<file path="src/rtl/rxq_pkg.sv">
package rxq_pkg;
    typedef enum logic [1:0] {
        ST_EMPTY   = 2'd0,
        ST_PARTIAL = 2'd1,
        ST_FULL    = 2'd2
    } rxq_state_t;
endpackage

</file>
<file path="src/rtl/rxq_store.sv">
module rxq_store #(
    parameter int DW    = 8,
    parameter int DEPTH = 8,
    localparam int AW   = $clog2(DEPTH),
    localparam int LW   = $clog2(DEPTH + 1)
) (
    input  logic          clk,
    input  logic          rst,
    input  logic          push,
    input  logic          pop,
    input  logic          overwrite,
    input  logic [DW-1:0] din,
    output logic [DW-1:0] dout,
    output logic [LW-1:0] count
);
    logic [DW-1:0] mem [DEPTH];
    logic [AW-1:0] wptr, rptr;
    logic [AW-1:0] wptr_nx, rptr_nx, newest;

    assign wptr_nx = (wptr == AW'(DEPTH - 1)) ? '0 : wptr + AW'(1);
    assign rptr_nx = (rptr == AW'(DEPTH - 1)) ? '0 : rptr + AW'(1);
    assign newest  = (wptr == '0) ? AW'(DEPTH - 1) : wptr - AW'(1);

    always_ff @(posedge clk) begin
        if (push)
            mem[wptr] <= din;
        else if (overwrite)
            mem[newest] <= din;
    end

    always_ff @(posedge clk) begin
        if (rst) begin
            wptr  <= '0;
            rptr  <= '0;
            count <= '0;
            dout  <= '0;
        end else begin
            if (push)
                wptr <= wptr_nx;
            if (pop) begin
                rptr <= rptr_nx;
                dout <= mem[rptr];
            end
            if (push && !pop)
                count <= count + LW'(1);
            else if (pop && !push)
                count <= count - LW'(1);
        end
    end

    // the level never exceeds the depth
    assert_level_bound_R2: assert property (@(posedge clk) disable iff (rst)
        count <= LW'(DEPTH));
    // the controller never pops an empty store
    assert_no_pop_empty_R7: assert property (@(posedge clk) disable iff (rst)
        pop |-> (count != '0));
    // a lone push never lands on a full store
    assert_no_push_full_R6: assert property (@(posedge clk) disable iff (rst)
        (push && !pop) |-> (count != LW'(DEPTH)));
endmodule

</file>
<file path="src/rtl/rxq_ctrl.sv">
module rxq_ctrl
    import rxq_pkg::*;
#(
    parameter int DEPTH = 8,
    localparam int LW   = $clog2(DEPTH + 1)
) (
    input  logic          clk,
    input  logic          rst,
    input  logic          q_enable,
    input  logic          passthru_enable,
    input  logic          wr_valid,
    input  logic          rd_strobe,
    input  logic          err_clear,
    input  logic [LW-1:0] level,
    output logic          push,
    output logic          pop,
    output logic          overwrite,
    output logic          rx_irq,
    output logic          rx_err
);
    rxq_state_t state, state_nx;
    logic wr, rd, under, fire, policy_on;

    assign wr        = wr_valid && q_enable;
    assign rd        = rd_strobe && q_enable;
    assign policy_on = q_enable && passthru_enable;

    always_comb begin
        push      = 1'b0;
        pop       = 1'b0;
        overwrite = 1'b0;
        under     = 1'b0;
        fire      = 1'b0;
        state_nx  = state;
        unique case (state)
            ST_EMPTY: begin
                push  = wr;
                under = rd;
                fire  = wr || rd;
                if (wr) state_nx = ST_PARTIAL;           // FILL
            end
            ST_PARTIAL: begin
                push = wr;
                pop  = rd;
                fire = rd && (wr || level > LW'(1));
                if (wr && !rd && level == LW'(DEPTH - 1))
                    state_nx = ST_FULL;                  // TOP
                else if (rd && !wr && level == LW'(1))
                    state_nx = ST_EMPTY;                 // LAST
            end
            ST_FULL: begin
                pop       = rd;
                push      = wr && rd;
                overwrite = wr && !rd;
                fire      = wr || rd;
                if (rd && !wr) state_nx = ST_PARTIAL;    // DRAIN
            end
            default: state_nx = ST_EMPTY;
        endcase
    end

    always_ff @(posedge clk) begin
        if (rst) state <= ST_EMPTY;
        else     state <= state_nx;
    end

    always_ff @(posedge clk) begin
        if (rst) begin
            rx_irq <= 1'b0;
            rx_err <= 1'b0;
        end else begin
            rx_irq <= policy_on && fire;
            if (under)          rx_err <= 1'b1;
            else if (err_clear) rx_err <= 1'b0;
        end
    end

    // the state agrees with the store's level
    assert_state_level_R2: assert property (@(posedge clk) disable iff (rst)
        (state == ST_EMPTY) == (level == '0));
    // a write into an empty queue pulses
    assert_first_irq_R3: assert property (@(posedge clk) disable iff (rst)
        (policy_on && wr_valid && level == '0) |=> rx_irq);
    // a lone read of the last byte stays quiet
    assert_last_quiet_R5: assert property (@(posedge clk) disable iff (rst)
        (q_enable && rd_strobe && !wr_valid && level == LW'(1)) |=> !rx_irq);
    // underflow sets the error flag
    assert_underflow_err_R7: assert property (@(posedge clk) disable iff (rst)
        (q_enable && rd_strobe && level == '0) |=> rx_err);
    // no pulse without both enables
    assert_irq_gate_R1: assert property (@(posedge clk) disable iff (rst)
        !(q_enable && passthru_enable) |=> !rx_irq);
    // the pulse lasts a single cycle after a lone write
    assert_single_pulse_R3: assert property (@(posedge clk) disable iff (rst)
        (rx_irq && !wr_valid && !rd_strobe) |=> !rx_irq);
endmodule

</file>
<file path="src/rtl/rxq_top.sv">
module rxq_top #(
    parameter int DW    = 8,
    parameter int DEPTH = 8,
    localparam int LW   = $clog2(DEPTH + 1)
) (
    input  logic          clk,
    input  logic          rst,
    input  logic          q_enable,
    input  logic          passthru_enable,
    input  logic          wr_valid,
    input  logic [DW-1:0] wr_data,
    input  logic          rd_strobe,
    input  logic          err_clear,
    output logic [DW-1:0] rd_data,
    output logic [LW-1:0] fill_level,
    output logic          rx_irq,
    output logic          rx_err
);
    logic push, pop, overwrite;

    rxq_ctrl #(.DEPTH(DEPTH)) ctrl_i (
        .clk(clk), .rst(rst), .q_enable(q_enable),
        .passthru_enable(passthru_enable), .wr_valid(wr_valid),
        .rd_strobe(rd_strobe), .err_clear(err_clear), .level(fill_level),
        .push(push), .pop(pop), .overwrite(overwrite),
        .rx_irq(rx_irq), .rx_err(rx_err)
    );

    rxq_store #(.DW(DW), .DEPTH(DEPTH)) store_i (
        .clk(clk), .rst(rst), .push(push), .pop(pop),
        .overwrite(overwrite), .din(wr_data), .dout(rd_data),
        .count(fill_level)
    );

    // data output is quiet when no read is accepted
    assert_dout_hold_R8: assert property (@(posedge clk) disable iff (rst)
        !(q_enable && rd_strobe) |=> $stable(rd_data));
endmodule

</file>
<file path="config.mk">
export PLATFORM = sky130hd
export DESIGN_NAME = rxq_top
export DESIGN_NICKNAME = d
export VERILOG_FILES = /design/src/rtl/rxq_pkg.sv /design/src/rtl/rxq_store.sv /design/src/rtl/rxq_ctrl.sv /design/src/rtl/rxq_top.sv
export SDC_FILE = /design/constraint.sdc
export NUM_CORES = 1
export LEC_CHECK = 0
export BUFFER_PORTS_ARGS = -buffer_cell sky130_fd_sc_hd__buf_2
export CAP_MARGIN = 10
export CELL_PAD_IN_SITES_DETAIL_PLACEMENT = 0
export CELL_PAD_IN_SITES_GLOBAL_PLACEMENT = 1
export CORE_UTILIZATION = 40
export DETAILED_ROUTE_END_ITERATION = 10
export PLACE_DENSITY_LB_ADDON = 0.1
export SYNTH_ARGS = -nofsm -noshare
export SYNTH_HDL_FRONTEND = slang
export SYNTH_SLANG_ARGS = --single-unit
</file>
<file path="constraint.sdc">
create_clock -name clk -period 3.3 [get_ports clk]
set_input_delay 0.66 -clock clk [delete_from_list [all_inputs] [get_ports clk]]
set_output_delay 0.66 -clock clk [all_outputs]
set_load 0.05 [all_outputs]
</file>
# Word-level counts from Yosys, hierarchy flattened

Memories as Yosys holds them, arrays and structs flattened. A register that Yosys moved wholly into a read port is not among the register bits.
Cells that the tools add are included.

Memories kept: 1
Logic and storage cells: 74
Memory bits (writable): 64
Register bits after elaboration: 14
Output and inout bits: 14
Input bits: 15

Memory list:

| memory      | depth | width | rd ports | clocked after Yosys merged registers in | write ports | RTL line        | text |
|---|---|---|---|---|---|---|---|
| store_i.mem | 8     | 8     | 1        | 1                                       | 1           | rxq_store.sv:16 | `logic [DW-1:0] mem [DEPTH];` |

Reductions and logical operators: 27
$add $sub $neg: 5
$lt $le $gt $ge: 1
Equality and inequality tests: 9
Muxes and demuxes: 25

Operators with widths:

| cell                                                           | count |
|---|---|
| logical AND 1 bit                                              | 12 |
| 2-to-1 mux 3 bit                                               | 4 |
| 2-to-1 mux 1 bit                                               | 11 |
| 2-to-1 mux 2 bit                                               | 4 |
| 2-to-1 mux 4 bit                                               | 2 |
| 2-to-1 mux 8 bit                                               | 1 |
| OR reduction 8 bit                                             | 1 |
| adder 3 x 1 -> 3 bit (second input constant)                   | 2 |
| equality test 3 bit (second input constant)                    | 2 |
| one-hot mux 2 bit (3 select lines)                             | 1 |
| OR reduction 2 bit                                             | 3 |
| adder 4 x 1 -> 4 bit (second input constant)                   | 1 |
| equality test 4 x 1 -> 1 bit (second input constant)           | 1 |
| equality test 4 x 3 -> 1 bit (second input constant)           | 1 |
| greater-than comparator 4 x 1 -> 1 bit (second input constant) | 1 |
| zero test 1 bit                                                | 4 |
| inequality test 2 x 1 -> 1 bit (second input constant)         | 2 |
| one-hot mux 1 bit (2 select lines)                             | 2 |
| nonzero test 2 bit                                             | 2 |
| subtractor 4 x 1 -> 4 bit (second input constant)              | 1 |
| zero test 3 bit                                                | 1 |
| inequality test 3 x 1 -> 1 bit (second input constant)         | 1 |
| AND reduction 3 bit                                            | 1 |
| subtractor 3 x 1 -> 3 bit (second input constant)              | 1 |
| other kinds (4)                                                | 5 |

# Depth between registers and ports, before layout

Gate-level depths: netlist (run 1).

Word-level depth: 9
Depth in mapped cells: 10
Gate-level depth less buffers: 9

# Hierarchy

From an unflattened synthesis (run 1), not the netlist that was laid out.

Cells, all modules: 239
Area total of the unflattened synthesis: 3722.3 sq um

By module, submodules not included:

| module    | cells an instance | instances | area an instance (sq um) | seq. area each (sq um) |
|---|---|---|---|---|
| rxq_store | 200               | 1         | 3365.7                   | 2282.2 |
| rxq_ctrl  | 39                | 1         | 356.6                    | 80.1 |

# Worst setup path after synthesis (run 1)

No wires, ideal clock.

Path type: register to register
Start: reg ctrl_i.state[0]
End: mem store_i.mem[0][0] (enable)
Data required time: 2.917 ns
Arrival time: 2.218 ns
Library setup time: 0.383 ns
Buffers on the path: 0
Slack: 0.698 ns
Clock period less this slack: 2.602 ns
Stages on the path, launching flop included: 7
Path through: dfxtp_1 -> inv_1 -> ha_1 -> a311oi_2 -> o31ai_4 -> mux2_4 -> nor3_1

Word-level cells in the longest chain between the ends: 7
Elaborated cells on any way between the ends: 14
Those cells by class: 2 x eq/ne; 9 x mux; 3 x reduce/logical

RTL lines:

| element                                                                       | RTL line                        | text |
|---|---|---|
| from (decl)                                                                   | rxq_ctrl.sv:21                  | `rxq_state_t state, state_nx;` |
| from (signal assigned)                                                        | rxq_ctrl.sv:64                  | `else state <= state_nx;` |
| equality test 2 x 1 -> 1 bit (tied with other cells)                          | rxq_ctrl.sv:35                  | `unique case (state)` |
| OR reduction 2 bit (no line) / 2-to-1 mux 1 bit (equally long branches)       | --                              |  |
| one-hot mux 1 bit (2 select lines) / 2-to-1 mux 1 bit (equally long branches) | rxq_ctrl.sv:35, rxq_store.sv:27 |  |
| 2-to-1 mux 1 bit                                                              | rxq_store.sv:25                 | `if (push)` |
| 2-to-1 mux 1 bit (not written as such)                                        | rxq_store.sv:28                 | `mem[newest] <= din;` |
| OR reduction 8 bit (no line)                                                  | --                              |  |
| 2-to-1 mux 3 bit (no line) / 2-to-1 mux 1 bit (equally long branches)         | --                              |  |
| to (decl)                                                                     | rxq_store.sv:16                 |  |

Parallel ways exist; a longest one is shown, timed or not.

# Worst setup path after layout (run 1)

Start: reg ctrl_i.state[0]
End: reg store_i.count[3]

Word-level cells in the longest chain between the ends: 6
Elaborated cells on any way between the ends: 13
Those cells by class: 2 x eq/ne; 3 x mux; 8 x reduce/logical

RTL lines:

| element                                                                | RTL line        | text |
|---|---|---|
| equality test 2 x 1 -> 1 bit / zero test 2 bit (equally long branches) | rxq_ctrl.sv:35  |  |
| OR reduction 2 bit (no line)                                           | --              |  |
| one-hot mux 1 bit (2 select lines) (*)                                 | rxq_ctrl.sv:35  |  |
| named net ctrl_i.push                                                  | rxq_ctrl.sv:15  | `output logic push,` |
| zero test 1 bit                                                        | rxq_store.sv:46 | `else if (pop && !push)` |
| logical AND 1 bit                                                      | rxq_store.sv:46 |  |
| nonzero test 2 bit (no line)                                           | --              |  |
| to (signal assigned)                                                   | rxq_store.sv:45 | `count <= count + LW'(1);` |
| to (signal assigned)                                                   | rxq_store.sv:47 | `count <= count - LW'(1);` |
| to (decl)                                                              | rxq_store.sv:14 | `output logic [LW-1:0] count` |

The timed path passes the listed nets; every way through them passes the cells marked *.
A chain may end at the register's enable or synchronous reset.

==> impl_results.md, run 1 <==
- Crit-path max FO: 6
- Non-Filler Cell Area, Final: 4190 um^2
- # diodes: 0
- Final nets: 307
- Antenna Nets Post-Route: 0
- Power Dens Cells: 587 nW/um^2
- Max-cap violations: 0
- Startpoint Class: flop
- Slew margin rel.: 39.6%
- HP Class: reg -> reg
- Vias in the first global route: 1951
- Post-synth EDFFs: 64
- CTS Sinks: 86
- Syn. warnings: 0
- Post-Route WL: 6.69 mm
- Die ar.: 9580 um^2
- Hold Violations, Final: 0
- Gr usage total: 15.2%
- Critical path destination: store_i.count[3]$_SDFFE_PP0P_
- Initial antenna violation count: 0
- Vias: 1996
- Finished Core Util: 47.6%
- Core area: 8810 um^2
- Starting density of the core: 41.8%
- Worst reg2reg startpoint: ctrl_i.state[0]$_SDFFE_PP0P_
- Yosys top cell by area: edfxtp_1
- Final period util: 76.2%
- Clk Latency, worst-skew pair: 350 ps
- Remaining Overflow, GRT: 0
- Die X: 97.9 um
- Most used DFF post-synth: edfxtp_1
- Number of vias per cell: 5.10
- DR pass1 iterations: 9
- Area grow syn2layout: 14.0%
- Most frequent CP cell: ha_1
- Largest net degree at the start of global routing: 24
- Layout cells sized above 1: 28.6%
- Yosys cell types: 41
- I/O pin cnt: 29
- Die H: 97.9 um
- CP arrival: 2750 ps
- R2R depth: 9
- Ranking of synthesized cells by area: edfxtp_1, dfxtp_1, mux4_2, ha_1, mux2i_1
- Post-route DRC: 1
- Yosys top cell area share: 52.3%
- CTS tree: done
- R2R setup slack: 780 ps
- Max-slew violations: 0
- Most frequent cells after synthesis: edfxtp_1, dfxtp_1, nor2_1
- Root Buffer: clkbuf_8
- FF-to-FF End: store_i.count[3]$_SDFFE_PP0P_
- CP Class: reg -> reg
- Worst-path cell chain: inv_1 > ha_1 > a311oi_2 > nor3_4 > ha_1 > or4_1 > a21oi_1 > xnor2_1 > nor2_1
- Fill cells: 770
- Required @ worst endpoint: 3540 ps
- TritonCTS buffer count: 9
- Clock slew at reported path FFs: 90 ps
- Most common cell in the netlist: edfxtp_1
- Slew @ Worst Pin: 905 ps
- CP Buf/Inv Count: 1
- Failing checks: design-rule violations
- Avg Inst Size Synth: 15.6 um^2
- Synthesized instance count: 235
- Worst setup startpoint: ctrl_i.state[0]$_SDFFE_PP0P_
- Setup tns final: 0 ps
- Final setup viols: 0
- Post-CTS Setup Repair Bufs: 0
- Fmax: 397 MHz
- Worst path slowest cell: a311oi_2
- Crit-path max cell delay: 490 ps
- PostCTS Resize Cnt: 0
- Dpl cell area: 4010 um^2
- Critical path depth: 9
- Synthesized area: 3680 um^2
- Unrepaired setup endpoints after global routing: no
- Outcome: complete, but fails checks
- Final GP Congestion: 0.704
- Htree depth: 3
- CTS max path bufs: 2
- Worst setup EP type: flop
- Number of synthesized register bits: 86
- Tmin final: 2520 ps
- Ys async rst share: 0%
- Syn_nets: 264
- Skew final: 7.34 ps
- CTS hold repair buffers: 0
- LEAKAGE: 1.46 nW
- Worst Min Path Start: ctrl_i.rx_err$_SDFFE_PP0P_
- First-pass GRT wire length: 10.6 mm
- Post-DP HPWL: 4.51 mm
- WL per Instance: 17.1 um
- Sequential fraction of the synthesis area: 64.2%
- Initial drt markers: 76
- Crit path max-delay family: compound AO/OA/AOI/OAI gates
- Rows: 34
- Worst vdd ir: 218 uV
- Port Buffer Count: 28
## state kept, by name (all words and copies together) (netlist names)
name,count
store_i.mem,64
store_i.count,4
store_i.rptr,3
ctrl_i.state,2
ctrl_i.rx_err,1
ctrl_i.rx_irq,1
store_i.wptr,3
store_i.dout,8
## power breakdown
group          internal [mW]  switching (mW)  leakage (nW)
Sequential              1.22          0.0467         0.757
Combinational          0.185           0.321         0.614
Clock                  0.284           0.402        0.0898
## area by class of cell
cell class / count / area, um^2 / share of cell area, %
clock buffer: 9 / 124 / 2.96
clock inverter: 7 / 57.6 / 1.37
inverter: 7 / 26.3 / 0.627
multi-input combinational: 133 / 1250 / 29.8
sequential: 86 / 2360 / 56.4
tap: 108 / 135 / 3.22
timing repair buffer: 41 / 238 / 5.67
## worst register-to-register path: stages (launching register included)
cell,delay [ps]
dfxtp_1,380
inv_1,90
ha_1,260
a311oi_2,490
nor3_4,140
ha_1,260
or4_1,420
a21oi_1,190
xnor2_1,130
nor2_1,50
## how the worst min path moves through the flow
| stage | slack (ps) | endpoint | cells past startpoint |
|---|---|---|---|
| 6_report | 480 | ctrl_i.rx_err$_SDFFE_PP0P_ | 2 |
| 5_1_grt | 520 | store_i.dout[6]$_SDFFE_PP0P_ | 2 |
| 4_1_cts | 480 | ctrl_i.rx_err$_SDFFE_PP0P_ | 2 |
| 3_5_place_dp | 470 | ctrl_i.rx_err$_SDFFE_PP0P_ | 2 |
| 3_3_place_gp | 460 | ctrl_i.rx_err$_SDFFE_PP0P_ | 2 |
| 2_1_floorplan | 490 | store_i.wptr[1]$_SDFFE_PP0P_ | 2 |
## metal layers
metal / vias up / global-route usage, % / wire length, um
li1: 1005 / - / -
met1: 956 / 21.4 / 3330
met2: 31 / 22.9 / 3080
met3: 4 / 4.15 / 231
met4: 0 / 4.90 / 49
met5: - / 0 / 0
## cell families (layout without fill, tap and decap cells)
kind of cell	Yosys count	in the layout	synth area share [%]
AO/OA/AOI/OAI	29	29	5.82
XOR/XNOR	3	3	0.715
adder cells (fa/ha/maj)	14	14	4.76
buffers and inverters	16	64	1.84
flip-flops	86	86	64.2
multiplexers	34	34	15.0
AND/OR/NAND/NOR	53	53	7.62
## cells in the final DEF, fill, tap and decap left out, drive strengths merged, types with 10 or more instances in the layout
| master | synthesis | routed |
|---|---|---|
| nor2 | 19 | 19 |
| ha | 14 | 14 |
| nor3 | 12 | 12 |
| dfxtp | 22 | 22 |
| mux2i | 15 | 15 |
| edfxtp | 64 | 64 |
| a21oi | 10 | 10 |
| inv | 7 | 10 |
| mux4 | 16 | 16 |
| buf | 6 | 41 |
## per-stage QoR
step	worst slack (ps)	hold slack (ps)	power, mW	std cells
global route	625	517	2.59	391
CTS	769	480	2.49	391
global placement	722	458	1.81	375
floorplan	698	487	1.68	235
detailed placement	699	467	1.80	375
finish	784	475	2.46	391
No activity file was read; power rests on OpenSTA's default activity.
==> run 2, diff against run 1 <==
- clock period: 3.3 -> 2.5 ns (I/O delays scaled with it)
==> impl_results.md, run 2 (same netlist as run 1, synthesis figures left out) <==
- Rows: 34
- Largest net degree at the start of global routing: 24
- Die H: 97.9 um
- Vias in the first global route: 1903
- Initial drt markers: 126
- Pre-CTS setup slack: 112 ps
- Root Buffer: clkbuf_8
- Slew @ Worst Pin: 582 ps
- Area grow syn2layout: 16.0%
- Fmax: 432 MHz
- Largest register FFs: 64
- Worst setup EP type: flop
- Unrepaired setup endpoints after global routing: no
- CTS max path bufs: 2
- Die ar.: 9580 um^2
- Initial antenna violation count: 0
- Remaining Overflow, GRT: 0
- CTS hold repair buffers: 0
- # diodes: 0
- Fill cells: 771
- Final nets: 308
- Finished Core Util: 48.4%
- Crit-path max FO: 8
- Final Power: 3.47 mW
- Outcome: finished, final reports clean
- Layout cells sized above 1: 29.9%
- Htree depth: 3
- Antenna Nets Post-Route: 0
- CTS Sinks: 86
- Startpoint Class: flop
- Skew final: 11.1 ps
- Clock slew at reported path FFs: 90 ps
- Slew margin rel.: 60.8%
- Post-DP HPWL: 4.80 mm
- HP Class: in -> reg
- Largest regs: store_i.mem (64), store_i.dout (8), store_i.count (4)
- Clk Latency, worst-skew pair: 350 ps
- Required @ worst endpoint: 2560 ps
- TritonCTS buffer count: 9
- Max-slew violations: 0
- Commonest non-fill, non-tap cell in the layout: edfxtp_1
- Largest Register: store_i.mem
- Port Buffer Count: 28
- Hold Violations, Final: 0
- Final GP Congestion: 0.735
- CP Class: reg -> reg
- R2R setup slack: 180 ps
- Final setup viols: 0
- Core area: 8810 um^2
- DR pass1 iterations: 4
- CTS tree: done
- Most frequent cells in the layout: edfxtp_1, buf_2, dfxtp_1
- Vias: 2075
- Max-cap violations: 0
- Tmin final: 2320 ps
- LEAKAGE: 1.49 nW
- Number of vias per cell: 5.29
- Die X: 97.9 um
- Post-route DRC: 0
- Gr usage total: 15.5%
- Final period util: 92.7%
- Starting density of the core: 41.8%
- First-pass GRT wire length: 10.9 mm
- Power Dens Cells: 813 nW/um^2
- WL per Instance: 17.8 um
- I/O pin cnt: 29
- Post-Route WL: 6.98 mm
- Worst vdd ir: 274 uV
- PnR worst setup slack: 183 ps
- CP arrival: 2370 ps
-- run 2: cell count changes in the layout (fill, tap and decap cells not counted) --
| cell | previous run | this run |
|---|---|---|
| clkbuf_1 | 0 | 1 |
| a311oi_2 | 1 | 0 |
| clkinv_4 | 2 | 1 |
| a311oi_4 | 0 | 1 |
| buf_4 | 13 | 14 |
| inv_8 | 1 | 0 |
| clkinv_1 | 1 | 0 |
| nor3_1 | 11 | 8 |
| nor3_2 | 0 | 3 |
| bufinv_16 | 0 | 2 |
-- run 2: report_power, final --
| part | switching [mW] | internal [mW] |
|---|---|---|
| Sequential | 0.0597 | 1.61 |
| Clock | 0.509 | 0.572 |
| Combinational | 0.446 | 0.270 |
-- run 2: cell type report --
type / instances / area, um^2 / area share (%)
flip-flops and latches: 86 / 2360 / 55.4
multi-input cells: 133 / 1270 / 29.9
clock inverters: 6 / 93.8 / 2.20
inverters: 7 / 26.3 / 0.616
well taps: 108 / 135 / 3.17
clock buffers: 10 / 128 / 2.99
repair buffers: 42 / 245 / 5.75
-- run 2: routing by layer --
layer | vias to the layer above | GRT usage [%] | share of wire (%)
met1 | 1024 | 24.4 | 53
met2 | 39 | 20.3 | 42
met4 | 0 | 6.99 | 1.2
li1 | 1005 | - | -
met5 | - | 0 | 0
met3 | 7 | 3.08 | 3.3
-- run 2: worst max-delay path: stages, from the launching register on --
cell and delay (ps):
dfxtp_1 370, inv_1 90, ha_1 260, a311oi_4 400
o31ai_4 160, mux2_4 340, nor3_1 190, buf_4 210
-- run 2: per-stage QoR --
step	TNS [ps]	instances	hold slack [ps]	cell area, um^2
floorplan	-3410	235	487	3690
global placement	0	376	461	4030
detailed placement	0	376	475	4030
CTS	0	392	396	4250
global route	0	392	399	4260
finish	0	392	408	4260
-- run 2: final timing paths --
path / from / depth (start not counted) / end
worst max-delay path: ctrl_i.state[0]$_SDFFE_PP0P_ / 7 / store_i.mem[3][7]$_DFFE_PP_
worst min-delay path: err_clear / 3 / ctrl_i.rx_err$_SDFFE_PP0P_
worst max register to register: ctrl_i.state[0]$_SDFFE_PP0P_ / 7 / store_i.mem[3][7]$_DFFE_PP_
worst min register to register: ctrl_i.rx_err$_SDFFE_PP0P_ / 2 / ctrl_i.rx_err$_SDFFE_PP0P_
-- run 2: timing repair --
action | in CTS | in global routing
gates resized for setup | 0 | 2
setup endpoints to repair | 0 | 39
hold endpoints to repair | 0 | 0
buffers inserted | 0 | 0
==> run 3, diff against run 2 <==
- CTS_BUF_LIST: default -> sky130_fd_sc_hd__clkbuf_4 sky130_fd_sc_hd__clkbuf_8 sky130_fd_sc_hd__clkbuf_16
==> impl_results.md, run 3 (same netlist as run 1, synthesis figures left out) <==
- Outcome: finished, final reports clean
- Port Buffer Count: 28
- Post-CTS Setup Repair Bufs: 0
- Clock slew at reported path FFs: 90 ps
- Largest register FFs: 64
- Dpl cell area: 4030 um^2
- Hold path cells: 3
- Hold path endpoint: ctrl_i.rx_err$_SDFFE_PP0P_
- Worst reg2reg startpoint: ctrl_i.state[0]$_SDFFE_PP0P_
- FF-to-FF End: store_i.mem[3][7]$_DFFE_PP_
- Post-Route WL: 6.99 mm
- Skew final: 11.1 ps
- Remaining Overflow, GRT: 0
- Initial drt markers: 125
- Hold Violations, Final: 0
- Rows: 34
- # diodes: 0
- Final GP Congestion: 0.735
- Core area: 8810 um^2
- Tmin final: 2320 ps
- Vias: 2075
- Startpoint Class: flop
- CP Class: reg -> reg
- Crit-path max FO: 8
- LEAKAGE: 1.49 nW
- Die X: 97.9 um
- Final nets: 308
- Final period util: 92.7%
- Power Dens Cells: 815 nW/um^2
- PostCTS Resize Cnt: 0
- Max-cap violations: 0
- CTS Sinks: 86
- Starting density of the core: 41.8%
- Post-DP HPWL: 4.80 mm
- Largest regs: store_i.mem (64), store_i.dout (8), store_i.count (4)
- Commonest non-fill, non-tap cell in the layout: edfxtp_1
- Root Buffer: clkbuf_8
- Max-slew violations: 0
- Unrepaired setup endpoints after global routing: no
- Slew margin rel.: 60.8%
- Worst vdd ir: 274 uV
- HP Class: in -> reg
- DR pass1 iterations: 4
- Htree depth: 3
- CTS max path bufs: 2
- I/O pin cnt: 29
- WL per Instance: 17.8 um
- Non-Filler Cell Area, Final: 4270 um^2
- First-pass GRT wire length: 10.9 mm
- Antenna Nets Post-Route: 0
- Largest Register: store_i.mem
- Gr usage total: 15.5%
- R2R setup slack: 180 ps
- Worst setup EP type: flop
- Worst Min Path Start: err_clear
- Die H: 97.9 um
- CP arrival: 2370 ps
- Worst setup startpoint: ctrl_i.state[0]$_SDFFE_PP0P_
- Setup tns final: 0 ps
- TritonCTS buffer count: 9
- Clk Latency, worst-skew pair: 350 ps
- R2R depth: 7
- Largest net degree at the start of global routing: 24
- Most frequent cells in the layout: edfxtp_1, buf_2, dfxtp_1
- Fmax: 432 MHz
- Required @ worst endpoint: 2560 ps
- Slew @ Worst Pin: 582 ps
- Area grow syn2layout: 16.1%
- Die ar.: 9580 um^2
- CTS tree: done
- Final setup viols: 0
- Initial antenna violation count: 0
- Layout cells sized above 1: 30.3%
- Post-route DRC: 0
- CTS hold repair buffers: 0
- Vias in the first global route: 1903
- Number of vias per cell: 5.29
[run 3: changes by cell type in the layout (fill, tap and decap cells not counted)]
cell	delta
clkbuf_1	-1
clkbuf_4	+1
[run 3: worst max path at each step]
stage                                  endpoint  slack (ps)
floorplan           store_i.mem[0][0]$_DFFE_PP_        -100
global route        store_i.mem[0][7]$_DFFE_PP_          40
global placement    store_i.mem[3][3]$_DFFE_PP_         160
detailed placement  store_i.mem[3][3]$_DFFE_PP_         110
finish              store_i.mem[3][7]$_DFFE_PP_         180
CTS                 store_i.mem[3][7]$_DFFE_PP_          90
[run 3: stage by stage]
stage	utilization [%]	hold WS, ps	total power, mW	std cells	setup WS [ps]
after floorplan	-	487	2.22	235	-102
after global placement	45.7	461	2.41	376	163
after detailed placement	45.7	475	2.41	376	112
after CTS	48.3	396	3.50	392	86.2
after global routing	48.5	399	3.64	392	39.5
final	48.5	408	3.48	392	183
[run 3: worst max-delay path, stage by stage (launching register included)]
cell and delay, ps:
dfxtp_1 370, inv_1 90, ha_1 260, a311oi_4 400, o31ai_4 160, mux2_4 340
nor3_1 190, buf_4 210
[run 3: layer usage]
layer  routed length (um)  vias to the layer above  track usage, %  part of all wire (%)
met5                    0                        -               0                     0
met4                   84                        0            6.99                   1.2
met3                  227                        7            3.08                   3.2
met2                 2960                       39            20.3                    42
met1                 3720                     1024            24.4                    53
li1                     -                     1005               -                     -
[run 3: area by class of cell]
| class | instances | area [um^2] |
|---|---|---|
| Sequential cell | 86 | 2360 |
| Clock inverter | 6 | 93.8 |
| Fill cell | 769 | 4540 |
| Timing Repair Buffer | 42 | 245 |
| Clock buffer | 10 | 131 |
| Multi-Input combinational cell | 133 | 1270 |
| Tap cell | 108 | 135 |
| Inverter | 7 | 26.3 |
[run 3: power breakdown]
part	switching [mW]	internal (mW)	total, mW
clock	0.509	0.583	1.09
combinational	0.446	0.270	0.716
sequential	0.0597	1.61	1.67
total	1.02	2.46	3.48
